## src/rtl/irq_arb_pkg.sv

```systemverilog
package irq_arb_pkg;
  localparam int WORD_W    = 16;
  localparam int FIELD_W   = 3;
  localparam int PORT_LSB  = 0;
  localparam int CARD_LSB  = 3;
  localparam int CAUSE_LSB = 6;
  localparam int VALID_BIT = 15;

  // Builds the arbitration word from its three fields plus the valid flag.
  function automatic logic [WORD_W-1:0] pack_word(
      input logic [FIELD_W-1:0] card,
      input logic [FIELD_W-1:0] port,
      input logic [FIELD_W-1:0] cause);
    logic [WORD_W-1:0] w;
    w = '0;
    w[PORT_LSB  +: FIELD_W] = port;
    w[CARD_LSB  +: FIELD_W] = card;
    w[CAUSE_LSB +: FIELD_W] = cause;
    w[VALID_BIT]            = 1'b1;
    return w;
  endfunction
endpackage

```

## src/rtl/irq_port_prio.sv

```systemverilog
module irq_port_prio #(
  parameter int NUM_PORTS = 8,
  parameter int CAUSE_W   = 3,
  localparam int IDX_W    = $clog2(NUM_PORTS)
) (
  input  logic [NUM_PORTS-1:0]         req,
  input  logic [NUM_PORTS*CAUSE_W-1:0] cause,
  output logic                         any,
  output logic [IDX_W-1:0]             win_idx,
  output logic [CAUSE_W-1:0]           win_cause
);
  // Scan from the lowest priority upward so that the lowest index set is kept last.
  always_comb begin
    win_idx   = '0;
    win_cause = '0;
    for (int p = NUM_PORTS - 1; p >= 0; p--) begin
      if (req[p]) begin
        win_idx   = IDX_W'(p);
        win_cause = cause[p*CAUSE_W +: CAUSE_W];
      end
    end
  end

  assign any = |req;
endmodule

```

## src/rtl/irq_read_capture.sv

```systemverilog
module irq_read_capture #(
  parameter int WORD_W = 16
) (
  input  logic              clk,
  input  logic              rst_n,
  input  logic              rd_start,
  input  logic              grant,
  input  logic [WORD_W-1:0] word_in,
  output logic [WORD_W-1:0] rd_data,
  output logic              rd_drive
);
  always_ff @(posedge clk or negedge rst_n) begin
    if (!rst_n) begin
      rd_data  <= '0;
      rd_drive <= 1'b0;
    end else if (rd_start) begin
      rd_drive <= grant;
      rd_data  <= grant ? word_in : '0;
    end
  end
endmodule

```

## src/rtl/irq_line_drive.sv

```systemverilog
module irq_line_drive #(
  parameter int NUM_LINES = 8,
  localparam int SEL_W    = $clog2(NUM_LINES)
) (
  input  logic                 clk,
  input  logic                 rst_n,
  input  logic                 cfg_we,
  input  logic [SEL_W-1:0]     cfg_line,
  input  logic                 pending,
  output logic [NUM_LINES-1:0] irq_n
);
  logic [SEL_W-1:0] line_sel;

  always_ff @(posedge clk or negedge rst_n) begin
    if (!rst_n)      line_sel <= '0;
    else if (cfg_we) line_sel <= cfg_line;
  end

  for (genvar i = 0; i < NUM_LINES; i++) begin : g_line
    assign irq_n[i] = !(pending && (line_sel == SEL_W'(i)));
  end
endmodule

```

## src/rtl/irq_arb_card.sv

```systemverilog
module irq_arb_card
  import irq_arb_pkg::*;
#(
  parameter int NUM_PORTS = 8,
  parameter int NUM_LINES = 8,
  parameter int CAUSE_W   = FIELD_W,
  localparam int IDX_W    = $clog2(NUM_PORTS),
  localparam int SEL_W    = $clog2(NUM_LINES)
) (
  input  logic                         clk,
  input  logic                         rst_n,
  input  logic [FIELD_W-1:0]           card_id,
  input  logic [NUM_PORTS-1:0]         chan_req,
  input  logic [NUM_PORTS*CAUSE_W-1:0] chan_cause,
  input  logic                         chain_in,
  output logic                         chain_out,
  input  logic                         rd_start,
  output logic [WORD_W-1:0]            rd_data,
  output logic                         rd_drive,
  input  logic                         cfg_we,
  input  logic [SEL_W-1:0]             cfg_line,
  output logic [NUM_LINES-1:0]         irq_n
);
  logic               local_any;
  logic [IDX_W-1:0]   win_idx;
  logic [CAUSE_W-1:0] win_cause;
  logic               grant;
  logic [WORD_W-1:0]  word_now;

  irq_port_prio #(.NUM_PORTS(NUM_PORTS), .CAUSE_W(CAUSE_W)) u_prio (
    .req(chan_req), .cause(chan_cause),
    .any(local_any), .win_idx(win_idx), .win_cause(win_cause)
  );

  // Daisy chain: a pending card blocks every card below it.
  assign chain_out = chain_in | local_any;
  assign grant     = local_any & ~chain_in;
  assign word_now  = pack_word(card_id, FIELD_W'(win_idx), FIELD_W'(win_cause));

  irq_read_capture #(.WORD_W(WORD_W)) u_cap (
    .clk(clk), .rst_n(rst_n), .rd_start(rd_start), .grant(grant),
    .word_in(word_now), .rd_data(rd_data), .rd_drive(rd_drive)
  );

  irq_line_drive #(.NUM_LINES(NUM_LINES)) u_line (
    .clk(clk), .rst_n(rst_n), .cfg_we(cfg_we), .cfg_line(cfg_line),
    .pending(local_any), .irq_n(irq_n)
  );
endmodule

```

## config.mk

```make
export PLATFORM = sky130hd
export DESIGN_NAME = irq_arb_card
export DESIGN_NICKNAME = d
export VERILOG_FILES = /design/src/rtl/irq_arb_pkg.sv /design/src/rtl/irq_port_prio.sv /design/src/rtl/irq_read_capture.sv /design/src/rtl/irq_line_drive.sv /design/src/rtl/irq_arb_card.sv
export SDC_FILE = /design/constraint.sdc
export NUM_CORES = 1
export LEC_CHECK = 0
export ABC_AREA = 0
export BUFFER_PORTS_ARGS = -buffer_cell sky130_fd_sc_hd__buf_2
export CORE_MARGIN = 8
export CORE_UTILIZATION = 40
export CTS_CLUSTER_DIAMETER = 100
export DETAILED_ROUTE_END_ITERATION = 10
export GPL_TIMING_DRIVEN = 0
export PLACE_DENSITY_LB_ADDON = 0.3
export RECOVER_POWER = 100
export SYNTH_ARGS = -nofsm -noshare
export SYNTH_HDL_FRONTEND = slang
export SYNTH_SLANG_ARGS = --single-unit
```

## constraint.sdc

```tcl
create_clock -name clk -period 3.35 [get_ports clk]
set_input_delay 0.67 -clock clk [delete_from_list [all_inputs] [get_ports clk]]
set_output_delay 0.67 -clock clk [all_outputs]
set_load 0.02 [all_outputs]
```

# ---- Word-level counts from Yosys, hierarchy flattened
# Cells that the tools add are included.
dict set report op_classes {
  eq_ne 7
  n_mux 17
  bitwise_logic 3
  reduce_logical 18
}
# cell n
set ops {}
lappend ops {{3-bit 2-to-1 mux} 16}
lappend ops {{16-bit 2-to-1 mux} 1}
lappend ops {{3-bit equality test (second input constant)} 4}
lappend ops {{1-bit logical AND} 8}
lappend ops {{1-bit logical NOT} 8}
lappend ops {{8-bit OR reduction} 1}
lappend ops {{3-bit by 2-bit equality test with 1-bit output (second input constant)} 2}
lappend ops {{3-bit by 1-bit equality test with 1-bit output (second input constant)} 1}
lappend ops {{3-bit logical NOT} 1}
lappend ops {{1-bit bitwise AND} 1}
lappend ops {{1-bit inverter} 1}
lappend ops {{1-bit bitwise OR} 1}
dict set report totals {
  regBits 20
  out_inout_bits 26
}

# ---- Longest topological paths before layout
# Gate-level depths: netlist (run 1).
dict set report logic_depth {
  ltp_word 9
  depth_mapped 6
}

# ---- By module
# Synthesis (run 1) repeated with hierarchy kept, for this count alone.
dict set report unflattened {
  cells_unflattened 141
  area_unflattened_um2 1192.4
}
# module instances cells_each area_per_inst_um2
set modules_own_cells {}
lappend modules_own_cells {irq_read_capture 1 71 689.4}
lappend modules_own_cells {irq_port_prio 1 52 297.8}
lappend modules_own_cells {irq_line_drive 1 14 185.2}
lappend modules_own_cells {irq_arb_card 1 4 20.0}

# ---- Worst setup path before layout (run 1)
# Ideal clock, no wire load.
dict set report synth_timing {
  path_kind {input to output}
  startpoint {in chan_req[5]}
  endpoint {out irq_n[3]}
  arrival_time_ns 2.233
  setup_slack_ns 0.447
  path_stages 6
  n_path_buf 2
  path_cell_list {buf_2 > or4_4 > or4_4 > buf_6 > nor2b_4 > nand3_1}
}
dict set report synth_between {
  elab_chain_len 3
}
# element line_no
set synth_rtl {}
lappend synth_rtl {{start: declaration} irq_arb_card.sv:13} ;# input logic [NUM_PORTS-1:0] chan_req,
lappend synth_rtl {{8-bit OR reduction} irq_port_prio.sv:24} ;# assign any = |req;
lappend synth_rtl {{1-bit logical AND} irq_line_drive.sv:20} ;# assign irq_n[i] = !(pending && (line_sel == SEL_W'(i)));
lappend synth_rtl {{1-bit logical NOT} irq_line_drive.sv:20}
lappend synth_rtl {{end: declaration} irq_arb_card.sv:22} ;# output logic [NUM_LINES-1:0] irq_n
# Every way passes these cells.

# ---- Worst setup path after layout (run 1)
dict set report layout_timing {
  startpoint {in chan_req[7]}
  endpoint {out irq_n[3]}
}
# Same word-level chain as after synthesis.

==> run metrics, run 1 <==
status completed; # port buffers 57; Reg2Reg Depth 1; sequential area share after synthesis 0.3490; Die H 64.28 um; critical path arrival 2.47 ns; main flop type after synthesis dfrtp_1; Final Max Slew Viols 0; CP max FO 9; CP dominant cell by count or4_1; slowest cell on the critical path or4_1; Finished Core Util 0.5713; CTS-repair resized insts 0; number of global-route vias before repair 1072; DRC 0; critical path's largest stage delay 0.59 ns; pre-CTS setup slack 0.2973 ns; #FFs+latches synth 13; final worst-path cycle share 0.9359; fin worst setup slack 0.2147 ns; Worst-path clk slew 0.08 ns; maximum clock rate 318.9 MHz; Pleak 0.6092 nW; RSZ-0062 raised after global routing false; WL final 2965 um; cts bufs inserted 3; Worst setup SP type input pin; CTS sink cnt 13; Setup TNS 0 ns; Hold WS 0.4054 ns; commonest non-fill, non-tap cell in the layout buf_2; largest net degree at the start of global routing 14; Yosys top cell area share 0.3490; worst-path cell chain clkbuf_1, or4_1, or4_1, buf_6, nor2b_4, nand3_1, buf_2; clock buffer depth 2; # Post-CTS Setup Buffers 0; Max-Cap Viols 0; Post-CTS Hold Buffers 0; largest cells by area after synthesis dfrtp_1 35%, buf_4 5.6%, inv_1 4.0%; gpl congestion 0.7461; num rows 17; Worst-Margin Slew 0.6960 ns; initial antenna violation count 0; total grt overflow 0; vias per cell 5.075; Syn Area/Cell 8.794 sq um; Layout Area Growth over Synthesis 35.57%; share of cells above drive strength 1 0.3372; via count 1015; Synth cell types 33; drt first-iter violations 15; H-tree Lvls 1; Worst setup EP type output pin; WS Path Type input pin to output pin; final number of setup-violating endpoints 0; CP top delay family simple AND/OR/NAND/NOR gates; post-synth top area cell dfrtp_1; most frequent cells in the layout 38 x buf_2, 23 x clkbuf_1, 13 x dfrtp_1, 10 x inv_1, 9 x nand2_1; mean routed wirelength per cell 14.83 um; worst endpoint required time 2.68 ns; Fin. Hold Viols 0; Mapped Area 932.1 sq um; Crit path depth 7; minimum clock period 3.135 ns; CTS tree yes; clk root buf clkbuf_4; R2R Setup Slk 2.48 ns; Top Ports 69; DIE AREA 0.004131 sq mm; Die Width 64.28 um; Skew-Pair Late Insertion Delay 0.27 ns; Worst Hold Class input pin to async pin; Final #Nets 216; Core Area 0.002212 sq mm; EDFF count, synth 0; peak supply drop 0.2541 mV; Setup Skew 0 ns; synth warn 0; Slew HR 0.5360; power per standard cell area 326.7 mW/mm^2; drt first pass iters 4; Initial Util 0.4214; Buf/Inv on CP 3; ys async rst share 1.000; hpwl dp 2527 um; antenna-violating nets left 0; post-synthesis cell count 106; n_diodes 0; gr usage total 0.1390; first-pass GRT wire length 4733 um
## flip-flops by register name, indices dropped and copies added, names as in the netlist
register	count
u_line.line_sel	3
u_cap.rd_data	10
## routing by layer
layer,up-vias,track usage,wire (um)
li1,504,-,-
met1,474,0.1439,1193
met2,35,0.2621,1584
met3,2,0.04704,166
met4,0,0.02997,22
met5,-,0,0
## metrics by stage
stage / cells / power [mW] / instance area (sq um)
finish: 200 / 0.4129 / 1264
global route: 200 / 0.4403 / 1264
CTS: 200 / 0.4220 / 1299
detailed placement: 196 / 0.3248 / 1271
global placement: 196 / 0.3199 / 1271
floorplan: 111 / 0.2681 / 950.9
## synth_stat cells (all sizes together), types with 3 or more instances
library cell	count
dfrtp	13
buf	10
inv	10
nand2	9
nor2b	7
a21oi	5
nand3	5
nor2	4
o41ai	4
a2111oi	3
a21o	3
a221oi	3
a32o	3
clkbuf	3
mux2	3
nand3b	3
o21ai	3
## power breakdown
group	total, mW	internal (mW)	leakage [nW]	switching, mW
registers	0.181	0.170	0.166	0.0113
clock network	0.0969	0.0443	0.0177	0.0526
logic	0.135	0.0567	0.425	0.0783
total	0.413	0.271	0.609	0.142
## final timing paths
| kind | start | to |
|---|---|---|
| max in group asynchronous | rst_n | u_cap.rd_data[1]$_DFFE_PN0P_ |
| min | rst_n | u_line.line_sel[2]$_DFFE_PN0P_ |
| max | chan_req[7] | irq_n[3] |
| max reg2reg | u_line.line_sel[2]$_DFFE_PN0P_ | u_line.line_sel[2]$_DFFE_PN0P_ |
| min in group clk | u_cap.rd_data[7]$_DFFE_PN0P_ | u_cap.rd_data[7]$_DFFE_PN0P_ |
| min reg2reg | u_cap.rd_data[7]$_DFFE_PN0P_ | u_cap.rd_data[7]$_DFFE_PN0P_ |
## kinds of logic (layout without fill, tap and decap cells)
| logic type | Yosys count | count (layout) | synth area share |
|---|---|---|---|
| AO/OA/AOI/OAI | 30 | 30 | 0.2483 |
| other | 1 | 6 | 0.004023 |
| multiplexers | 3 | 3 | 0.03624 |
| AND/OR/NAND/NOR | 36 | 36 | 0.2242 |
| buffers and inverters | 23 | 84 | 0.1383 |
| flip-flops | 13 | 13 | 0.3490 |
## layout make-up
type | instances | area [sq um]
buffer | 13 | 91.34
clock buffer | 3 | 22.52
clock inverter | 1 | 5.005
fill | 243 | 948.4
inverter | 10 | 37.54
multi-input combinational | 75 | 486.7
sequential | 13 | 325.3
tap | 28 | 35.03
timing repair buffer | 57 | 260.3
Power figures use the tool's default switching activity.
==> run 2: changes to the inputs <==
Settings changed: CELL_PAD_IN_SITES_DETAIL_PLACEMENT set to 1, CELL_PAD_IN_SITES_GLOBAL_PLACEMENT set to 1, CORE_UTILIZATION 40 to 27.
==> run 2 against run 1 <==
Clock-buffer cell count up 1. Clock skew unchanged. Maximum frequency down 1.0%. Register-to-register slack about the same. Largest cell class unchanged.
==> run metrics, run 2 (synthesis results as in run 1) <==
drt first pass iters 4 (unchanged); Reg2Reg Depth 1 (unchanged); Tot Pwr 0.4251 mW (+3.0%); Final Max Slew Viols 0 (unchanged); Initial Util 0.2793 (-0.1420); DRC 0 (unchanged); clk root buf clkbuf_4; gpl congestion 0.7887 (+5.7%); maximum clock rate 315.6 MHz (-1.0%); minimum clock period 3.168 ns (+0.03279 ns); antenna-violating nets left 0 (unchanged); largest net degree at the start of global routing 14 (unchanged); final worst-path cycle share 0.9457 (+0.009788); Post-CTS Hold Buffers 0 (unchanged); Worst setup SP type input pin; Top Ports 69 (unchanged); critical path's largest stage delay 0.59 ns (about the same); CTS sink cnt 13 (unchanged); share of cells above drive strength 1 0.3256 (-0.01163); post-route cell area 0.001284 sq mm (+1.6%); Setup TNS 0 ns (unchanged); filler instances 452 (+86%); clock buffer depth 2 (unchanged); max reg flops 10 (unchanged); CP top delay family simple AND/OR/NAND/NOR gates; vias per cell 4.803 (-5.4%); Final #Nets 216 (unchanged); final number of setup-violating endpoints 0 (unchanged); CP max FO 9 (unchanged); Skew-Pair Late Insertion Delay 0.28 ns (about the same); Worst-Margin Slew 0.7272 ns (+0.03124 ns); peak supply drop 0.1438 mV (-43%); slowest cell on the critical path or4_1; number of global-route vias before repair 1106 (+3.2%); Core Area 0.003337 sq mm (+51%); most frequent cells in the layout 37 x buf_2, 25 x clkbuf_1, 13 x dfrtp_1, 10 x inv_1, 9 x nand2_1; power per standard cell area 331.1 mW/mm^2 (+1.3%); H-tree Lvls 1 (unchanged); num rows 21 (+4); via count 1047 (+3.2%); Worst-path clk slew 0.10 ns (+0.02 ns); DIE AREA 0.005588 sq mm (+35%); Top Registers u_cap.rd_data: 10 flops, u_line.line_sel: 3 flops; Fin. Hold Viols 0 (unchanged); Layout Area Growth over Synthesis 37.72%; Crit path depth 7 (unchanged); Worst Hold Class input pin to async pin; initial antenna violation count 0 (unchanged); R2R Setup Slk 2.49 ns (about the same); CTS-repair resized insts 0 (unchanged); drt first-iter violations 32 (+17); CTS tree yes; mean routed wirelength per cell 16.12 um (+8.7%); hpwl dp 2964 um (+17%); Buf/Inv on CP 3 (unchanged); Die Width 74.76 um (+16%); cts bufs inserted 3 (unchanged); gr usage total 0.1258 (-0.01317); critical path arrival 2.50 ns (+0.03 ns); worst endpoint required time 2.68 ns (about the same); commonest non-fill, non-tap cell in the layout buf_2; n_diodes 0 (unchanged); Pleak 0.6049 nW (-0.70%); worst-path cell chain clkbuf_1, or4_1, or4_1, buf_6, nor2b_4, nand2_1, clkbuf_1; # port buffers 57 (unchanged); Worst setup EP type output pin; placed cell areas 0.001294 sq mm (+1.8%); Slew HR 0.5152 (-0.02083); # Post-CTS Setup Buffers 0 (unchanged); Biggest register u_cap.rd_data; Setup Skew 0 ns (unchanged); status completed; total grt overflow 0 (unchanged); first-pass GRT wire length 5526 um (+17%); WS Path Type input pin to output pin; WL final 3514 um (+19%); RSZ-0062 raised after global routing false; Die H 74.76 um (+16%); Max-Cap Viols 0 (unchanged)
==> run 2: path summary, 6_finish.rpt <==
path / to / from
setup / recovery: irq_n[0] / chan_req[7]
hold / removal: u_cap.rd_data[4]$_DFFE_PN0P_ / rst_n
setup reg to reg: u_line.line_sel[2]$_DFFE_PN0P_ / u_line.line_sel[2]$_DFFE_PN0P_
hold reg to reg: u_cap.rd_data[8]$_DFFE_PN0P_ / u_cap.rd_data[8]$_DFFE_PN0P_
max in group asynchronous: u_cap.rd_data[0]$_DFFE_PN0P_ / rst_n
min in group clk: u_cap.rd_data[8]$_DFFE_PN0P_ / u_cap.rd_data[8]$_DFFE_PN0P_
==> run 2: per-layer routing <==
layer | track usage | wire, um | vias to the layer above
met1 | 0.1474 | 1421 | 506
met2 | 0.2168 | 1822 | 32
met3 | 0.02929 | 223 | 4
met5 | 0 | 0 | -
met4 | 0.04565 | 46 | 0
li1 | - | - | 505
==> run 2: layout make-up <==
type	count	area [sq um]	share of cell area
buffer	13	91.34	0.07115
clock buffer	4	26.28	0.02047
inverter	10	37.54	0.02924
multi-input combinational	75	486.7	0.3791
sequential	13	325.3	0.2534
tap	46	57.56	0.04483
timing repair buffer	57	259.0	0.2018
==> run 2: through the flow <==
step	utilization	cells	hold WS [ns]	worst slack (ns)
CTS	0.3956	218	0.2668	0.2921
detailed placement	0.3877	214	0.4678	0.2942
global route	0.3847	218	0.4697	0.1285
floorplan	-	111	0.3744	0.4467
global placement	0.3877	214	0.4607	0.3066
finish	0.3847	218	0.4033	0.1819
==> run 2: power breakdown <==
part	total, mW	switching (mW)	internal [mW]
Sequential	0.181	0.0116	0.170
Clock	0.106	0.0600	0.0463
Combinational	0.138	0.0811	0.0565
==> run 3: changes to the inputs <==
Settings changed: CORE_ASPECT_RATIO set to 1.75.
==> run 3 against run 2 <==
Maximum frequency increased by 0.45%. Flip-flop and latch count unchanged. Sequential share of layout area decreased by 0.32 points. Die area increased by 1.3%. Combinational power about the same. Utilization increased by 0.59 points. Non-clock buffer count unchanged. Clock-buffer cell count unchanged. Critical endpoint unchanged. Largest power group unchanged.
==> run metrics, run 3 (synthesis results as in run 1) <==
Initial Util 0.2801 (+0.0007351); Finished Core Util 0.3906 (+0.005900); maximum clock rate 317.1 MHz (+0.45%); peak supply drop 0.1943 mV (+35%); commonest non-fill, non-tap cell in the layout buf_2; number of global-route vias before repair 1146 (+3.6%); cts bufs inserted 3 (unchanged); drt first-iter violations 10 (-69%); total grt overflow 0 (unchanged); Final #Nets 216 (unchanged); DIE AREA 0.005663 sq mm (+1.3%); via count 1029 (-1.7%); Tot Pwr 0.4539 mW (+6.8%); gpl congestion 0.7189 (-8.9%); hpwl dp 2953 um (-0.37%); H-tree Lvls 1 (unchanged); gr usage total 0.1178 (-0.007986); post-route cell area 0.001300 sq mm (+1.3%); Placed Cells 213 (-0.47%); Skew-Pair Late Insertion Delay 0.23 ns (-0.05 ns); Non-Filler Instances 217 (-0.46%); status completed; minimum clock period 3.154 ns (-0.01410 ns); max reg flops 10 (unchanged); vias per cell 4.742 (-1.3%); CTS sink cnt 13 (unchanged); Worst setup SP type input pin; Worst-Margin Slew 0.7073 ns (-0.01989 ns); num rows 28 (+33%); # Post-CTS Setup Buffers 0 (unchanged); Setup TNS 0 ns (unchanged); Worst setup EP type output pin; Fin. Hold Viols 0 (unchanged); Die Width 60.42 um (-19%); Top Ports 69 (unchanged); placed cell areas 0.001292 sq mm (about the same); initial antenna violation count 0 (unchanged); Die H 93.73 um (+25%); Post-CTS Hold Buffers 0 (unchanged); Slew HR 0.5284 (+0.01326); Core Area 0.003328 sq mm (-0.26%); critical path arrival 2.48 ns (-0.02 ns); Final Max Slew Viols 0 (unchanged); WS Path Type input pin to output pin; DRC 0 (unchanged); mean routed wirelength per cell 15.41 um (-4.4%); Layout Area Growth over Synthesis 39.46%; Hold WS 0.4524 ns (+0.04914 ns); # port buffers 57 (unchanged); share of cells above drive strength 1 0.3198 (-0.005814); Reg area 325.3 sq um (unchanged); antenna-violating nets left 0 (unchanged); WL final 3345 um (-4.8%); CTS tree yes; n_diodes 0 (unchanged); Worst-path clk slew 0.06 ns (-0.04 ns); clk root buf clkbuf_8; fin worst setup slack 0.1960 ns (+0.01411 ns); R2R Setup Slk 2.49 ns (about the same); power per standard cell area 349.1 mW/mm^2 (+5.4%); area occupied by multi-input gates 486.7 sq um (unchanged); filler instances 442 (-2.2%); first-pass GRT wire length 5250 um (-5.0%); clock buffer depth 2 (unchanged); pre-CTS setup slack 0.2961 ns (+0.001876 ns); Max-Cap Viols 0 (unchanged); RSZ-0062 raised after global routing false; CP max FO 9 (unchanged); Top Registers u_cap.rd_data: 10 flops, u_line.line_sel: 3 flops; Pleak 0.6112 nW (+1.0%); Worst Hold Class input pin to async pin; most frequent cells in the layout 36 x buf_2, 26 x clkbuf_1, 13 x dfrtp_1, 10 x inv_1, 9 x nand2_1; largest net degree at the start of global routing 14 (unchanged); final worst-path cycle share 0.9415 (-0.004210); final number of setup-violating endpoints 0 (unchanged); worst endpoint required time 2.68 ns (about the same); drt first pass iters 3 (-1); Biggest register u_cap.rd_data; Setup Skew 0 ns (unchanged); CTS-repair resized insts 0 (unchanged)
## run 3: cell types whose count changed in the layout (fill, tap and decap cells not counted), sizes merged
cell    before  now
buf         46   45
clkbuf      28   29
## run 3: final timing paths
kind | start | end | cells after the start
max in group asynchronous | rst_n | u_cap.rd_data[0]$_DFFE_PN0P_ | 1
max reg2reg | u_line.line_sel[2]$_DFFE_PN0P_ | u_line.line_sel[2]$_DFFE_PN0P_ | 1
min in group clk | u_cap.rd_data[1]$_DFFE_PN0P_ | u_cap.rd_data[1]$_DFFE_PN0P_ | 2
min reg2reg | u_cap.rd_data[1]$_DFFE_PN0P_ | u_cap.rd_data[1]$_DFFE_PN0P_ | 2
min | rst_n | u_cap.rd_data[6]$_DFFE_PN0P_ | 1
max | chan_req[7] | irq_n[0] | 7
## run 3: area by class of cell
| type | count | area share |
|---|---|---|
| Clock buffer | 4 | 0.03465 |
| Sequential cell | 13 | 0.2502 |
| Timing Repair Buffer | 57 | 0.1983 |
| Inverter | 10 | 0.02887 |
| Tap cell | 45 | 0.04331 |
| Multi-Input combinational cell | 75 | 0.3744 |
| Buffer | 13 | 0.07026 |
## run 3: critical path: stages
cell and delay, ns:
clkbuf_1 0.14, or4_1 0.58, or4_1 0.51, buf_6 0.16
nor2b_4 0.13, nand2_1 0.06, clkbuf_1 0.23
## run 3: routing by layer
layer,track usage,part of all wire
met3,0.04115,0.094
met5,0,0
met4,0.04110,0.010
met2,0.2357,0.57
met1,0.09791,0.33
## run 3: where the power goes
group	leakage, nW	internal (mW)	total [mW]	switching (mW)
Sequential	0.166	0.170	0.181	0.0113
Clock	0.0228	0.0836	0.135	0.0518
Combinational	0.422	0.0563	0.137	0.0806
Total	0.611	0.310	0.454	0.144
